==> config.mk <==
export PLATFORM = sky130hd
export DESIGN_NAME = rxdma_channel
export DESIGN_NICKNAME = d
export VERILOG_FILES = /design/src/rtl/rxdma_pkg.sv /design/src/rtl/rxdma_packer.sv /design/src/rtl/rxdma_regs.sv /design/src/rtl/rxdma_engine.sv /design/src/rtl/rxdma_channel.sv
export SDC_FILE = /design/constraint.sdc
export NUM_CORES = 1
export LEC_CHECK = 0
export ABC_AREA = 1
export ABC_CLOCK_PERIOD_IN_PS = 6700
export CORE_MARGIN = 8
export CORE_UTILIZATION = 48
export DETAILED_ROUTE_END_ITERATION = 8
export PLACE_DENSITY = 0.71
export SLEW_MARGIN = 10
export SYNTH_ARGS = -nofsm -noshare
export SYNTH_HDL_FRONTEND = slang
export SYNTH_SLANG_ARGS = --single-unit
==> constraint.sdc <==
create_clock -name clk -period 6.7 [get_ports clk]
set_clock_uncertainty 0.1 [all_clocks]
set_input_delay 0.67 -clock clk [delete_from_list [all_inputs] [get_ports clk]]
set_output_delay 0.67 -clock clk [all_outputs]
set_load 0.03 [all_outputs]
==> src/rtl/rxdma_pkg.sv <==
package rxdma_pkg;

  localparam int MODE_SOP = 31;
  localparam int MODE_EOP = 30;
  localparam int MODE_OWN = 29;
  localparam int MODE_EOQ = 28;
  localparam int LEN_W    = 11;

  localparam logic [2:0] RA_CTRL = 3'd0;
  localparam logic [2:0] RA_SRST = 3'd1;
  localparam logic [2:0] RA_HEAD = 3'd2;
  localparam logic [2:0] RA_CMPL = 3'd3;
  localparam logic [2:0] RA_FREE = 3'd4;
  localparam logic [2:0] RA_STAT = 3'd5;

  typedef enum logic [2:0] {
    ST_IDLE,
    ST_FETCH,
    ST_RECV,
    ST_WR_DATA,
    ST_DROP,
    ST_WR_MODE
  } chan_state_t;

  // status word handed back to software: both markers, owner clear
  function automatic logic [31:0] f_status_word(input logic [LEN_W-1:0] cnt,
                                                input logic last);
    return {1'b1, 1'b1, 1'b0, last, 17'b0, cnt};
  endfunction

  // byte address of word number idx starting at base
  function automatic logic [31:0] f_step(input logic [31:0] base,
                                         input logic [LEN_W-1:0] idx);
    return base + {19'b0, idx, 2'b00};
  endfunction

endpackage

==> src/rtl/rxdma_packer.sv <==
module rxdma_packer #(
  parameter int LANES = 4,
  localparam int LANE_W = $clog2(LANES)
) (
  input  logic               clk,
  input  logic               rst_n,
  input  logic               clr,
  input  logic               load,
  input  logic [LANE_W-1:0]  lane,
  input  logic [7:0]         byte_in,
  output logic [8*LANES-1:0] word_out
);

  for (genvar g = 0; g < LANES; g++) begin : g_lane
    logic [7:0] lane_q;
    always_ff @(posedge clk or negedge rst_n) begin
      if (!rst_n)                                  lane_q <= '0;
      else if (clr)                                lane_q <= '0;
      else if (load && lane == LANE_W'(g))         lane_q <= byte_in;
    end
    assign word_out[8*g +: 8] = lane_q;
  end

endmodule

==> src/rtl/rxdma_regs.sv <==
module rxdma_regs
  import rxdma_pkg::*;
#(
  parameter int ADDR_W = 32,
  parameter int CRED_W = 8,
  parameter int OVF_W  = 8
) (
  input  logic              clk,
  input  logic              rst_n,
  input  logic              reg_we,
  input  logic [2:0]        reg_addr,
  input  logic [31:0]       reg_wdata,
  output logic [31:0]       reg_rdata,
  input  logic              eng_busy,
  input  logic              head_upd,
  input  logic [ADDR_W-1:0] head_nxt,
  input  logic              credit_take,
  input  logic              busyclr_set,
  input  logic              ovf_inc,
  output logic              chan_en,
  output logic [ADDR_W-1:0] head_q,
  output logic [CRED_W-1:0] credit_q,
  output logic              srst_q,
  output logic [OVF_W-1:0]  ovf_q
);

  logic        busyclr_q;
  logic [31:0] cmpl_q;
  logic        wr_ctrl, wr_srst, wr_head, wr_cmpl, wr_free, wr_stat;
  logic [CRED_W:0]   cred_sum;
  logic [CRED_W-1:0] cred_next;

  assign wr_ctrl = reg_we && reg_addr == RA_CTRL;
  assign wr_srst = reg_we && reg_addr == RA_SRST;
  assign wr_head = reg_we && reg_addr == RA_HEAD;
  assign wr_cmpl = reg_we && reg_addr == RA_CMPL;
  assign wr_free = reg_we && reg_addr == RA_FREE;
  assign wr_stat = reg_we && reg_addr == RA_STAT;

  always_comb begin
    cred_sum = {1'b0, credit_q} + (wr_free ? {1'b0, reg_wdata[CRED_W-1:0]} : '0);
    if (credit_take) cred_sum = cred_sum - 1'b1;
    cred_next = cred_sum[CRED_W] ? '1 : cred_sum[CRED_W-1:0];
  end

  always_ff @(posedge clk or negedge rst_n) begin
    if (!rst_n) begin
      chan_en   <= 1'b0;
      srst_q    <= 1'b0;
      head_q    <= '0;
      cmpl_q    <= '0;
      credit_q  <= '0;
      busyclr_q <= 1'b0;
      ovf_q     <= '0;
    end else if (srst_q) begin
      chan_en   <= 1'b0;
      srst_q    <= 1'b0;
      head_q    <= '0;
      cmpl_q    <= '0;
      credit_q  <= '0;
      busyclr_q <= 1'b0;
      ovf_q     <= '0;
    end else begin
      if (wr_srst && reg_wdata[0]) srst_q <= 1'b1;
      if (wr_ctrl)  chan_en <= reg_wdata[0];
      if (head_upd)                  head_q <= head_nxt;
      else if (wr_head && !eng_busy) head_q <= reg_wdata[ADDR_W-1:0];
      if (wr_cmpl)  cmpl_q <= reg_wdata;
      credit_q <= cred_next;
      if (busyclr_set)                     busyclr_q <= 1'b1;
      else if (wr_stat && reg_wdata[0])    busyclr_q <= 1'b0;
      if (ovf_inc) ovf_q <= ovf_q + 1'b1;
    end
  end

  always_comb begin
    reg_rdata = '0;
    case (reg_addr)
      RA_CTRL: reg_rdata[0] = chan_en;
      RA_SRST: reg_rdata[0] = srst_q;
      RA_HEAD: reg_rdata = 32'(head_q);
      RA_CMPL: reg_rdata = cmpl_q;
      RA_FREE: reg_rdata = 32'(credit_q);
      RA_STAT: begin
        reg_rdata[0]          = busyclr_q;
        reg_rdata[8 +: OVF_W] = ovf_q;
      end
      default: reg_rdata = '0;
    endcase
  end

endmodule

==> src/rtl/rxdma_engine.sv <==
module rxdma_engine
  import rxdma_pkg::*;
#(
  parameter int ADDR_W = 32
) (
  input  logic              clk,
  input  logic              rst_n,
  input  logic              srst,
  input  logic              chan_en,
  input  logic [ADDR_W-1:0] head_q,
  input  logic              credit_nz,
  output logic              mem_req,
  output logic              mem_we,
  output logic [ADDR_W-1:0] mem_addr,
  output logic [31:0]       mem_wdata,
  input  logic              mem_gnt,
  input  logic [31:0]       mem_rdata,
  input  logic              s_valid,
  input  logic              s_sop,
  input  logic              s_eop,
  output logic              s_ready,
  output logic              pk_load,
  output logic [1:0]        pk_lane,
  output logic              pk_clr,
  input  logic [31:0]       pk_word,
  output logic              head_upd,
  output logic [ADDR_W-1:0] head_nxt,
  output logic              credit_take,
  output logic              busyclr_set,
  output logic              ovf_inc,
  output logic              eng_busy,
  output logic              evt_start,
  output logic              evt_done
);

  chan_state_t       state_q;
  logic [ADDR_W-1:0] cur_q, next_q, buf_q;
  logic [LEN_W-1:0]  blen_q, cnt_q;
  logic [1:0]        widx_q;
  logic              in_pkt_q, last_q;
  logic              beat, take, room, word_full, fetch_last;

  assign beat       = s_valid && s_ready;
  assign take       = state_q == ST_RECV && beat && (in_pkt_q || s_sop);
  assign room       = cnt_q != blen_q;
  assign word_full  = pk_load && (cnt_q[1:0] == 2'd3 || s_eop);
  assign fetch_last = state_q == ST_FETCH && mem_gnt && widx_q == 2'd3;

  assign pk_load     = take && room;
  assign pk_lane     = cnt_q[1:0];
  assign pk_clr      = srst || (state_q == ST_WR_DATA && mem_gnt) || (take && !room);
  assign ovf_inc     = take && !room && !srst;
  assign busyclr_set = fetch_last && !mem_rdata[MODE_OWN] && !srst;
  assign evt_done    = state_q == ST_WR_MODE && mem_gnt && !srst;
  assign evt_start   = state_q == ST_IDLE && chan_en && head_q != '0 && credit_nz && !srst;
  assign head_upd    = evt_done || busyclr_set;
  assign head_nxt    = evt_done ? next_q : '0;
  assign credit_take = evt_done;
  assign eng_busy    = state_q != ST_IDLE;

  always_comb begin
    mem_req   = 1'b0;
    mem_we    = 1'b0;
    mem_addr  = '0;
    mem_wdata = '0;
    s_ready   = 1'b0;
    case (state_q)
      ST_FETCH: begin
        mem_req  = 1'b1;
        mem_addr = ADDR_W'(f_step(32'(cur_q), LEN_W'(widx_q)));
      end
      ST_RECV, ST_DROP: s_ready = 1'b1;
      ST_WR_DATA: begin
        mem_req   = 1'b1;
        mem_we    = 1'b1;
        mem_addr  = ADDR_W'(f_step(32'(buf_q), (cnt_q - 1'b1) >> 2));
        mem_wdata = pk_word;
      end
      ST_WR_MODE: begin
        mem_req   = 1'b1;
        mem_we    = 1'b1;
        mem_addr  = ADDR_W'(f_step(32'(cur_q), LEN_W'(3)));
        mem_wdata = f_status_word(cnt_q, next_q == '0);
      end
      default: ;
    endcase
  end

  always_ff @(posedge clk or negedge rst_n) begin
    if (!rst_n) begin
      state_q  <= ST_IDLE;
      cur_q    <= '0;
      next_q   <= '0;
      buf_q    <= '0;
      blen_q   <= '0;
      cnt_q    <= '0;
      widx_q   <= '0;
      in_pkt_q <= 1'b0;
      last_q   <= 1'b0;
    end else if (srst) begin
      state_q  <= ST_IDLE;
      cnt_q    <= '0;
      widx_q   <= '0;
      in_pkt_q <= 1'b0;
      last_q   <= 1'b0;
    end else begin
      case (state_q)
        ST_IDLE: if (evt_start) begin
          cur_q   <= head_q;
          widx_q  <= '0;
          state_q <= ST_FETCH;
        end
        ST_FETCH: if (mem_gnt) begin
          case (widx_q)
            2'd0:    next_q <= mem_rdata[ADDR_W-1:0];
            2'd1:    buf_q  <= mem_rdata[ADDR_W-1:0];
            2'd2:    blen_q <= mem_rdata[LEN_W-1:0];
            default: ;
          endcase
          widx_q <= widx_q + 1'b1;
          if (fetch_last) begin
            cnt_q    <= '0;
            in_pkt_q <= 1'b0;
            state_q  <= mem_rdata[MODE_OWN] ? ST_RECV : ST_IDLE;
          end
        end
        ST_RECV: if (take) begin
          if (!room) begin
            cnt_q    <= '0;
            in_pkt_q <= 1'b0;
            state_q  <= s_eop ? ST_RECV : ST_DROP;
          end else begin
            cnt_q    <= cnt_q + 1'b1;
            in_pkt_q <= 1'b1;
            last_q   <= s_eop;
            if (word_full) state_q <= ST_WR_DATA;
          end
        end
        ST_WR_DATA: if (mem_gnt) state_q <= last_q ? ST_WR_MODE : ST_RECV;
        ST_DROP:    if (beat && s_eop) state_q <= ST_RECV;
        ST_WR_MODE: if (mem_gnt) state_q <= ST_IDLE;
        default:    state_q <= ST_IDLE;
      endcase
    end
  end

endmodule

==> src/rtl/rxdma_channel.sv <==
module rxdma_channel
  import rxdma_pkg::*;
#(
  parameter int ADDR_W = 32,
  parameter int CRED_W = 8,
  parameter int OVF_W  = 8
) (
  input  logic              clk,
  input  logic              rst_n,
  input  logic              reg_we,
  input  logic [2:0]        reg_addr,
  input  logic [31:0]       reg_wdata,
  output logic [31:0]       reg_rdata,
  output logic              mem_req,
  output logic              mem_we,
  output logic [ADDR_W-1:0] mem_addr,
  output logic [31:0]       mem_wdata,
  input  logic              mem_gnt,
  input  logic [31:0]       mem_rdata,
  input  logic              s_valid,
  input  logic [7:0]        s_data,
  input  logic              s_sop,
  input  logic              s_eop,
  output logic              s_ready
);

  logic              chan_en, srst_q, eng_busy;
  logic [ADDR_W-1:0] head_val, head_nxt;
  logic [CRED_W-1:0] credit_val;
  logic [OVF_W-1:0]  ovf_cnt;
  logic              head_upd, credit_take, busyclr_set, ovf_inc;
  logic              evt_start, evt_done;
  logic              pk_load, pk_clr;
  logic [1:0]        pk_lane;
  logic [31:0]       pk_word;

  rxdma_regs #(.ADDR_W(ADDR_W), .CRED_W(CRED_W), .OVF_W(OVF_W)) u_regs (
    .clk         (clk),
    .rst_n       (rst_n),
    .reg_we      (reg_we),
    .reg_addr    (reg_addr),
    .reg_wdata   (reg_wdata),
    .reg_rdata   (reg_rdata),
    .eng_busy    (eng_busy),
    .head_upd    (head_upd),
    .head_nxt    (head_nxt),
    .credit_take (credit_take),
    .busyclr_set (busyclr_set),
    .ovf_inc     (ovf_inc),
    .chan_en     (chan_en),
    .head_q      (head_val),
    .credit_q    (credit_val),
    .srst_q      (srst_q),
    .ovf_q       (ovf_cnt)
  );

  rxdma_engine #(.ADDR_W(ADDR_W)) u_engine (
    .clk         (clk),
    .rst_n       (rst_n),
    .srst        (srst_q),
    .chan_en     (chan_en),
    .head_q      (head_val),
    .credit_nz   (credit_val != '0),
    .mem_req     (mem_req),
    .mem_we      (mem_we),
    .mem_addr    (mem_addr),
    .mem_wdata   (mem_wdata),
    .mem_gnt     (mem_gnt),
    .mem_rdata   (mem_rdata),
    .s_valid     (s_valid),
    .s_sop       (s_sop),
    .s_eop       (s_eop),
    .s_ready     (s_ready),
    .pk_load     (pk_load),
    .pk_lane     (pk_lane),
    .pk_clr      (pk_clr),
    .pk_word     (pk_word),
    .head_upd    (head_upd),
    .head_nxt    (head_nxt),
    .credit_take (credit_take),
    .busyclr_set (busyclr_set),
    .ovf_inc     (ovf_inc),
    .eng_busy    (eng_busy),
    .evt_start   (evt_start),
    .evt_done    (evt_done)
  );

  rxdma_packer #(.LANES(4)) u_packer (
    .clk      (clk),
    .rst_n    (rst_n),
    .clr      (pk_clr),
    .load     (pk_load),
    .lane     (pk_lane),
    .byte_in  (s_data),
    .word_out (pk_word)
  );

endmodule

# Word-level counts from Yosys, hierarchy flattened
# Index checks and enable logic that the tools add are counted.
# word_totals
reg_bits	240
output_inout_bits	99
wordCells	199
# classes
add_sub_neg	9
n_eq_ne	25
n_mux	70
bitwise	1
n_reduce_logical	74
# op_table
operator	count
two-way mux 32 bit	6
two-way mux 8 bit	13
one-hot mux 32 bit (3 select lines)	1
one-hot mux 32 bit (2 select lines)	1
two-way mux 11 bit	5
two-way mux 3 bit	12
adder 32 x 11 -> 32 bit	1
adder 32 x 4 -> 32 bit	1
adder 32 x 4 -> 32 bit, second input constant	1
logical AND 1 bit	32
zero test 32 bit	1
one-hot mux 16 bit (2 select lines)	1
nonzero test 32 bit	1
one-hot mux 8 bit (3 select lines)	1
one-hot mux 11 bit (2 select lines)	1
one-hot mux 7 bit (3 select lines)	1
nonzero test 2 bit	10
two-way mux 1 bit	19
one-hot mux 3 bit (6 select lines)	1
AND reduction 4 bit	4
nonzero test 3 bit	5
== test 3 x 2 -> 1 bit, second input constant	4
== test 3 bit, second input constant	4
inequality test 3 bit, second input constant	4
27 further kinds	49

# Longest topological paths before layout
# Gate-level depths: netlist of the first run.
# depth
word_depth	13
mapped_depth	21
depth_no_buf	21

# By module
# From an unflattened synthesis of the first run, not the netlist that was laid out.
# hier_totals
hier_cells	2052
area_unflattened_um2	14810.5
# by_module_without_submodules
module	n_inst	cells_each	area_per_inst_um2	seq_area_each_um2
rxdma_engine	1	1241	8560.7	3128.0
rxdma_regs	1	633	4747.1	2077.0
rxdma_packer	1	163	1446.4	800.8
rxdma_channel	1	15	56.3	0.0

# Least setup slack after synthesis of the first run
# Ideal clock, no wire load.
# synth_path
path_type	flip-flop to output port
from	reg u_engine.cnt_q[2]
to	out mem_addr[14]
arrival_ns	3.135
slack_ns	2.795
stages_incl_launch_ff	18
path_buffers	1
path_cell_list	dfrtp_1 > buf_2 > inv_1 > nand3_1 > nor3_1 > nand2_1 > nor3_1 > xor2_1 > ha_1 > a21oi_1 > o21ai_0 > a21oi_1 > inv_1 > nand2_1 > nand2_1 > nand2_1 > nand2_1 > o21ai_0
# synth_via
elab_chain_cells	3
# synth_lines
element	line	source
from (decl)	rxdma_engine.sv:38	logic [LEN_W-1:0] blen_q, cnt_q;
from (signal assigned)	rxdma_engine.sv:133	cnt_q <= cnt_q + 1'b1;
subtractor 11 x 1 -> 11 bit	rxdma_engine.sv:76	mem_addr = ADDR_W'(f_step(32'(buf_q), (cnt_q - 1'b1) >> 2));
adder 32 x 11 -> 32 bit	rxdma_pkg.sv:34	return base + {19'b0, idx, 2'b00};
one-hot mux 32 bit (3 select lines)	rxdma_engine.sv:67	case (state_q)
to (decl)	rxdma_channel.sv:16	output logic [ADDR_W-1:0] mem_addr,
# No other way between the ends.

# Final worst setup path of the first run
# layout_path
from	reg u_engine.cnt_q[0]
to	out mem_addr[14]
# The elaborated chain is that of the path after synthesis.

==> results of run 1 <==
==> layout make-up <==
| cell class | instances | area share, % |
|---|---|---|
| Timing Repair Buffer | 190 | 11.1 |
| Inverter | 312 | 6.83 |
| Sequential cell | 240 | 35.0 |
| Clock buffer | 39 | 4.68 |
| Multi-Input combinational cell | 1267 | 38.4 |
| Tap cell | 384 | 2.80 |
| Clock inverter | 11 | 1.16 |
==> flip-flops by register name (all words and copies together), names as in the netlist <==
signal	cells
u_engine.cur_q	32
u_regs.head_q	32
u_regs.srst_q	1
u_regs.busyclr_q	1
u_engine.widx_q	2
u_engine.blen_q	11
u_regs.credit_q	8
u_engine.in_pkt_q	1
u_regs.cmpl_q	32
u_regs.chan_en	1
u_regs.ovf_q	8
u_engine.next_q	32
u_engine.cnt_q	11
u_engine.buf_q	32
u_engine.last_q	1
u_engine.state_q	3
u_packer.g_lane.lane_q	32
==> worst max-delay path, stage by stage, from the launching register on <==
cell and delay [ps]:
dfrtp_1 460, inv_1 190, nand3_1 160, nor3_1 280, nand2_1 140, nor3_1 240
xor2_1 240, ha_1 290, a21oi_1 180, o21ai_0 110, a21oi_1 240, inv_1 110
nand2_1 70, nand2_1 190, nand2_1 110, nand2_1 50, o21ai_0 170, clkdlybuf4s50_1 690
==> synthesized netlist by cell type, types with 12 or more instances <==
master / number / share of area [%]
xor2_1: 31 / 1.9
nand4_1: 30 / 1.3
nor4_1: 12 / 0.53
o221ai_1: 15 / 0.93
inv_2: 13 / 0.35
o21ai_1: 19 / 0.68
nand2_1: 444 / 12
ha_1: 32 / 2.8
inv_1: 299 / 8.0
nor3_1: 28 / 1.0
nor2_1: 150 / 4.0
dfrtp_1: 240 / 43
a21oi_1: 48 / 1.7
o22ai_1: 97 / 4.3
o21ai_0: 148 / 5.3
nand3_1: 123 / 4.4
buf_2: 17 / 0.61
clkbuf_1: 37 / 0.99
xnor2_1: 12 / 0.75
==> routing by layer <==
layer | vias to the layer above | wire length (um)
li1 | 6465 | -
met1 | 6399 | 20800
met2 | 559 | 20100
met3 | 63 | 3340
met4 | 0 | 1080
met5 | - | 0
==> worst max-delay path by stage <==
stage | from | to | slack (ps) | cells after the start
global route | u_engine.cnt_q[0] | mem_addr[14] | 1050 | 17
detailed placement | u_engine.cnt_q[0] | mem_addr[14] | 2070 | 17
CTS | u_engine.cnt_q[0] | mem_addr[18] | 1450 | 17
global placement | u_engine.cnt_q[0] | mem_addr[14] | 2170 | 17
finish | u_engine.cnt_q[0] | mem_addr[14] | 1450 | 17
floorplan | u_engine.cnt_q[2] | mem_addr[14] | 2790 | 17
==> kinds of logic (layout without fill, tap and decap cells) <==
| logic type | Yosys count | count (layout) | synth area share, % |
|---|---|---|---|
| AND/OR/NAND/NOR | 825 | 825 | 25.5 |
| buffers and inverters | 378 | 552 | 10.5 |
| flip-flops | 240 | 240 | 42.7 |
| multiplexers | 11 | 11 | 0.881 |
| adder cells (fa/ha/maj) | 35 | 35 | 3.27 |
| XOR/XNOR | 43 | 43 | 2.68 |
| AO/OA/AOI/OAI | 353 | 353 | 14.4 |
==> power groups by stage <==
stage               clock network, W  registers, W  logic (W)
floorplan                          0       0.00223    0.00208
global route                 0.00173       0.00240    0.00344
detailed placement                 0       0.00235    0.00306
global placement                   0       0.00234    0.00301
CTS                          0.00168       0.00233    0.00308
finish                       0.00166       0.00234    0.00310
==> metrics by stage <==
| step | setup WS (ps) | total power [W] | cells | hold WS, ps |
|---|---|---|---|---|
| final | 1450 | 0.00710 | 2443 | -21.4 |
| after global routing | 1050 | 0.00758 | 2443 | 20.5 |
| after CTS | 1450 | 0.00709 | 2442 | 16.4 |
| after detailed placement | 2070 | 0.00541 | 2392 | 359 |
| after global placement | 2170 | 0.00535 | 2392 | 354 |
| after floorplan | 2790 | 0.00431 | 1885 | 274 |
==> layout by cell type (no fill, tap or decap), types with 11 or more instances in the layout <==
cell type,count
nor4_1,12
inv_1,299
nor2_1,150
ha_1,32
inv_2,13
xor2_1,31
nand4_1,30
a21oi_1,48
nor3_1,28
o21ai_0,148
xnor2_1,12
dfrtp_1,240
o22ai_1,97
o221ai_1,15
mux2_2,11
o21ai_1,18
nand2_1,444
clkbuf_16,28
nand3_1,123
clkdlybuf4s50_1,179
==> results_dict.tcl, run 1 <==
set metrics [dict create \
    outcome "complete, but fails checks" \
    violations "hold timing" \
    pwr-share-seq_pct 33.0 \
    comb_power_share_pct 43.6 \
    worst_pin_slew_ps 1180 \
    n_antenna_cell 0 \
    vias_per_cell 5.52 \
    crit_path_end_kind "primary output" \
    period_needed_ps 5250 \
    ys_async_sr_fraction_pct 100 \
    reg2regPathDepth 10 \
    vias 13500 \
    yosysSeqAreaShare_pct 42.7 \
    cts_resized 0 \
    cp_max_fo 8 \
    placed_area_sq_um 16100 \
    r2r-start "u_regs.srst_q" \
    syn_area_per_cell_sq_um 7.46 \
    clk_path_buf_depth 3 \
    drtPass1Iterations 5 \
    setup_viol 0 \
    met3_usage_pct 4.49 \
    final_util_pct 59.6 \
    drv_cap 0 \
    rsz0062_at_grt "no" \
    drc 0 \
    max_freq_mhz 191 \
    wl_per_cell_um 18.6 \
    wl_mm 45.4 \
    pwr-share-clk_pct 23.4 \
    fillCellCount 2619 \
    area_delta_synth_final_pct 22.0 \
    die_w_um 187 \
    cts_hold_buf 0 \
    grt_pass1_wl_mm 72.9 \
    multi_input_area_sq_um 6580 \
    root_buffer "clkbuf_16" \
    grt_most_used_layer "met2" \
    synth_fp_nets 2002 \
    ant_nets 0 \
    numPortBuffers 180 \
    r2r_setup_slack_ps 2900 \
    grtUsageMet1_pct 36.2 \
    p_leak_nw 8.04 \
    p_per_area_nw_per_um2 414 \
    cts_max_level 1 \
    cts_buffers 28 \
    clk_latency_ps 560 \
    die_area_sq_um 35000 \
    cts_setup_buffers 0 \
    synth-edff-count 0 \
    synth-seq-cells 240 \
    ir_drop_mv 0.203 \
    whs_ps -21.4 \
    crit_arrival_ps 4480 \
    gp_congestion 0.925 \
    syn-cell-area_sq_um 14100 \
    synth_ff_type "dfrtp_1" \
    nets 2156 \
    use_met2_pct 39.4 \
    ys_types 49 \
    seq_area_sq_um 6010 \
    synthCells 1885 \
    hp-class "in -> async" \
    finalCritPeriodShare_pct 78.3 \
    p_sw_share_pct 43.3 \
    drt_iter0_drc 1306 \
    worstSetupStartpointType "register" \
    rows 62 \
    required_ps 5930 \
    critPathKind "reg -> out" \
    hold_viol_final 5 \
    grt_max_degree 164 \
    clock-sinks 240 \
    setup-tns-final_ps 0 \
    slew_viol_final 0 \
    antenna_found_initial 0 \
    place_hpwl_mm 33.9 \
    cts_tree "done" \
    grt_pass1_vias 13100 \
    overflow 0 \
    p_switching_w 0.00307 \
    r2r-end "u_regs.head_q[24]" \
    yosys_warnings 0 \
    core_sq_um 28800 \
    boundaryPins 181 \
    start_util_pct 48.9 \
    grt_use_total_pct 25.5 \
    p_int_w 0.00403 \
    clk_pin_slew_worst_paths_ps 60 \
    drive_above_1_share_pct 5.63 \
    die_h_um 187 \
    design_area_sq_um 17100 \
    slew_headroom_pct 21.1 \
]
No activity file was read; power rests on OpenSTA's default activity.
==> run 2, diff against run 1 <==
ABC_CLOCK_PERIOD_IN_PS = 4840   (was 6700)
clock period = 4.84 ns   (was 6.7 ns; I/O delays follow)
==> run 2 against run 1 <==
  * The flow now finishes without violations
  * Total power increased by 37%
  * Flip-flop and latch count is the same
  * Via count shrank 0.70%
  * Sequential power is 38% higher
==> results_dict.tcl, run 2 (synthesis gave the netlist of run 1 again) <==
set metrics [dict create \
    outcome "completed" \
    pwr-share-clk_pct 23.1 \
    start_util_pct 48.9 \
    grt_max_degree 108 \
    rows 62 \
    finalCritPeriodShare_pct 95.1 \
    nets 2159 \
    worst_pin_slew_ps 1120 \
    slew_viol_final 0 \
    setup_viol 0 \
    drv_cap 0 \
    setup-tns-final_ps 0 \
    grt_use_total_pct 24.9 \
    dp.cells 2396 \
    p_leak_nw 8.30 \
    vias_per_cell 5.47 \
    drtPass1Iterations 7 \
    area_delta_synth_final_pct 22.2 \
    hold_viol_final 0 \
    die_w_um 187 \
    p_switching_w 0.00423 \
    fin_cells 2446 \
    antenna_found_initial 0 \
    hp-class "reg -> reg" \
    p_int_w 0.00552 \
    final_common_cell "nand2_1" \
    root_buffer "clkbuf_16" \
    crit_slowest_cell "clkdlybuf4s50_1" \
    drive_above_1_share_pct 6.40 \
    vias 13400 \
    grt_pass1_wl_mm 71.6 \
    most-common-layout-cells "444 x nand2_1, 299 x inv_1, 240 x dfrtp_1" \
    fillCellCount 2646 \
    critPathKind "reg -> out" \
    ant_nets 0 \
    period_needed_ps 4600 \
    core_sq_um 28800 \
    gp_congestion 0.932 \
    power_w 0.00975 \
    required_ps 4260 \
    die_h_um 187 \
    clock-sinks 240 \
    multi_input_area_sq_um 6610 \
    clk_path_buf_depth 3 \
    critPathMaxStageDelay_ps 690 \
    drt_iter0_drc 1134 \
    cts_max_level 1 \
    crit_top_cell "ha_1" \
    cp_cell_sequence "inv_1 -> ha_1 -> nand4_1 -> nor2_1 -> nand3_1 -> xor2_1 -> ha_1 -> a21oi_1 -> or2_2 -> nand3_2 -> xnor2_1 -> o21ai_1 -> clkdlybuf4s50_1" \
    boundaryPins 181 \
    pwr-share-seq_pct 33.2 \
    seq_area_sq_um 6010 \
    wl_per_cell_um 18.4 \
    cts_setup_buffers 0 \
    grt_pass1_vias 12800 \
    overflow 0 \
    crit_arrival_ps 4020 \
    die_area_sq_um 35000 \
    worstSetupStartpointType "register" \
    n_antenna_cell 0 \
    clk_latency_ps 530 \
    numPortBuffers 180 \
    rsz0062_at_grt "yes" \
    slew_headroom_pct 25.4 \
    cp_max_fo 7 \
    cts_buffers 27 \
    wl_mm 45.1 \
    crit_path_end_kind "primary output" \
    p_sw_share_pct 43.3 \
    ir_drop_mv 0.294 \
    comb_power_share_pct 43.7 \
    drc 0 \
    max_freq_mhz 217 \
    place_hpwl_mm 34.1 \
    clk_pin_slew_worst_paths_ps 60 \
    cts_tree "done" \
    p_per_area_nw_per_um2 567 \
]
-- run 2: cell count changes in the layout (fill, tap and decap cells not counted), moves of 2 or more --
cell / previous run / this run
buf_4: 8 / 12
clkbuf_1: 5 / 1
clkbuf_2: 0 / 4
clkdlybuf4s50_1: 179 / 157
clkinv_2: 3 / 5
clkinvlp_4: 0 / 2
dlygate4sd2_1: 0 / 4
dlymetal6s2s_1: 0 / 14
o21ai_1: 18 / 16
o21ai_2: 2 / 5
-- run 2: cell type report --
cell class	instances	share of cell area, %
Clock buffer	35	4.51
Clock inverter	14	1.21
Inverter	312	6.82
Multi-Input combinational cell	1267	38.4
Sequential cell	240	35.0
Tap cell	384	2.80
Timing Repair Buffer	194	11.3
-- run 2: final timing paths --
| check | start | end | cells after the start | slack, ps |
|---|---|---|---|---|
| min in group asynchronous | rst_n | u_packer.g_lane[2].lane_q[3] | 2 | 500 |
| max | u_engine.cnt_q[0] | mem_addr[13] | 13 | 240 |
| min | u_packer.g_lane[3].lane_q[0] | u_packer.g_lane[3].lane_q[0] | 2 | 370 |
| max in group asynchronous | rst_n | u_engine.cur_q[14] | 3 | 2960 |
| min reg2reg | u_packer.g_lane[3].lane_q[0] | u_packer.g_lane[3].lane_q[0] | 2 | 370 |
| max reg2reg | u_regs.srst_q | u_regs.head_q[20] | 9 | 1570 |
-- run 2: timing repair --
item,CTS,global route
hold endpoints to repair,105,0
resized for setup,10,28
hold buffers,1,0
setup endpoints to repair,11,23
-- run 2: power by group through the flow --
stage	registers (W)	clock network, W	logic [W]
CTS	0.00322	0.00227	0.00425
detailed placement	0.00325	0	0.00425
finish	0.00324	0.00225	0.00426
global placement	0.00323	0	0.00417
floorplan	0.00309	0	0.00287
global route	0.00332	0.00235	0.00473
-- run 2: critical path, delay by kind of cell (launching register included) --
| kind | cells | cell delay [ps] |
|---|---|---|
| and+or+nand+nor | 5 | 850 |
| buffers and inverters | 2 | 860 |
| xor gates and xnor gates | 2 | 340 |
| adders and majority gates | 2 | 590 |
| DFF | 1 | 460 |
| AOI/OAI and AO/OA | 2 | 390 |
-- run 2: per-layer routing --
metal	wire, um	global-route usage (%)
met4	675	4.55
met2	20300	38.9
met3	3400	4.14
met5	0	0
met1	20800	36.2
-- run 2: through the flow --
stage	utilization [%]	worst slack (ps)	hold slack (ps)	instance area, sq um
global placement	56.1	450	354	16200
finish	59.7	237	370	17200
CTS	59.6	4.64	373	17100
detailed placement	56.1	415	358	16200
global route	59.7	-47.4	392	17200
floorplan	-	1120	88.4	14100
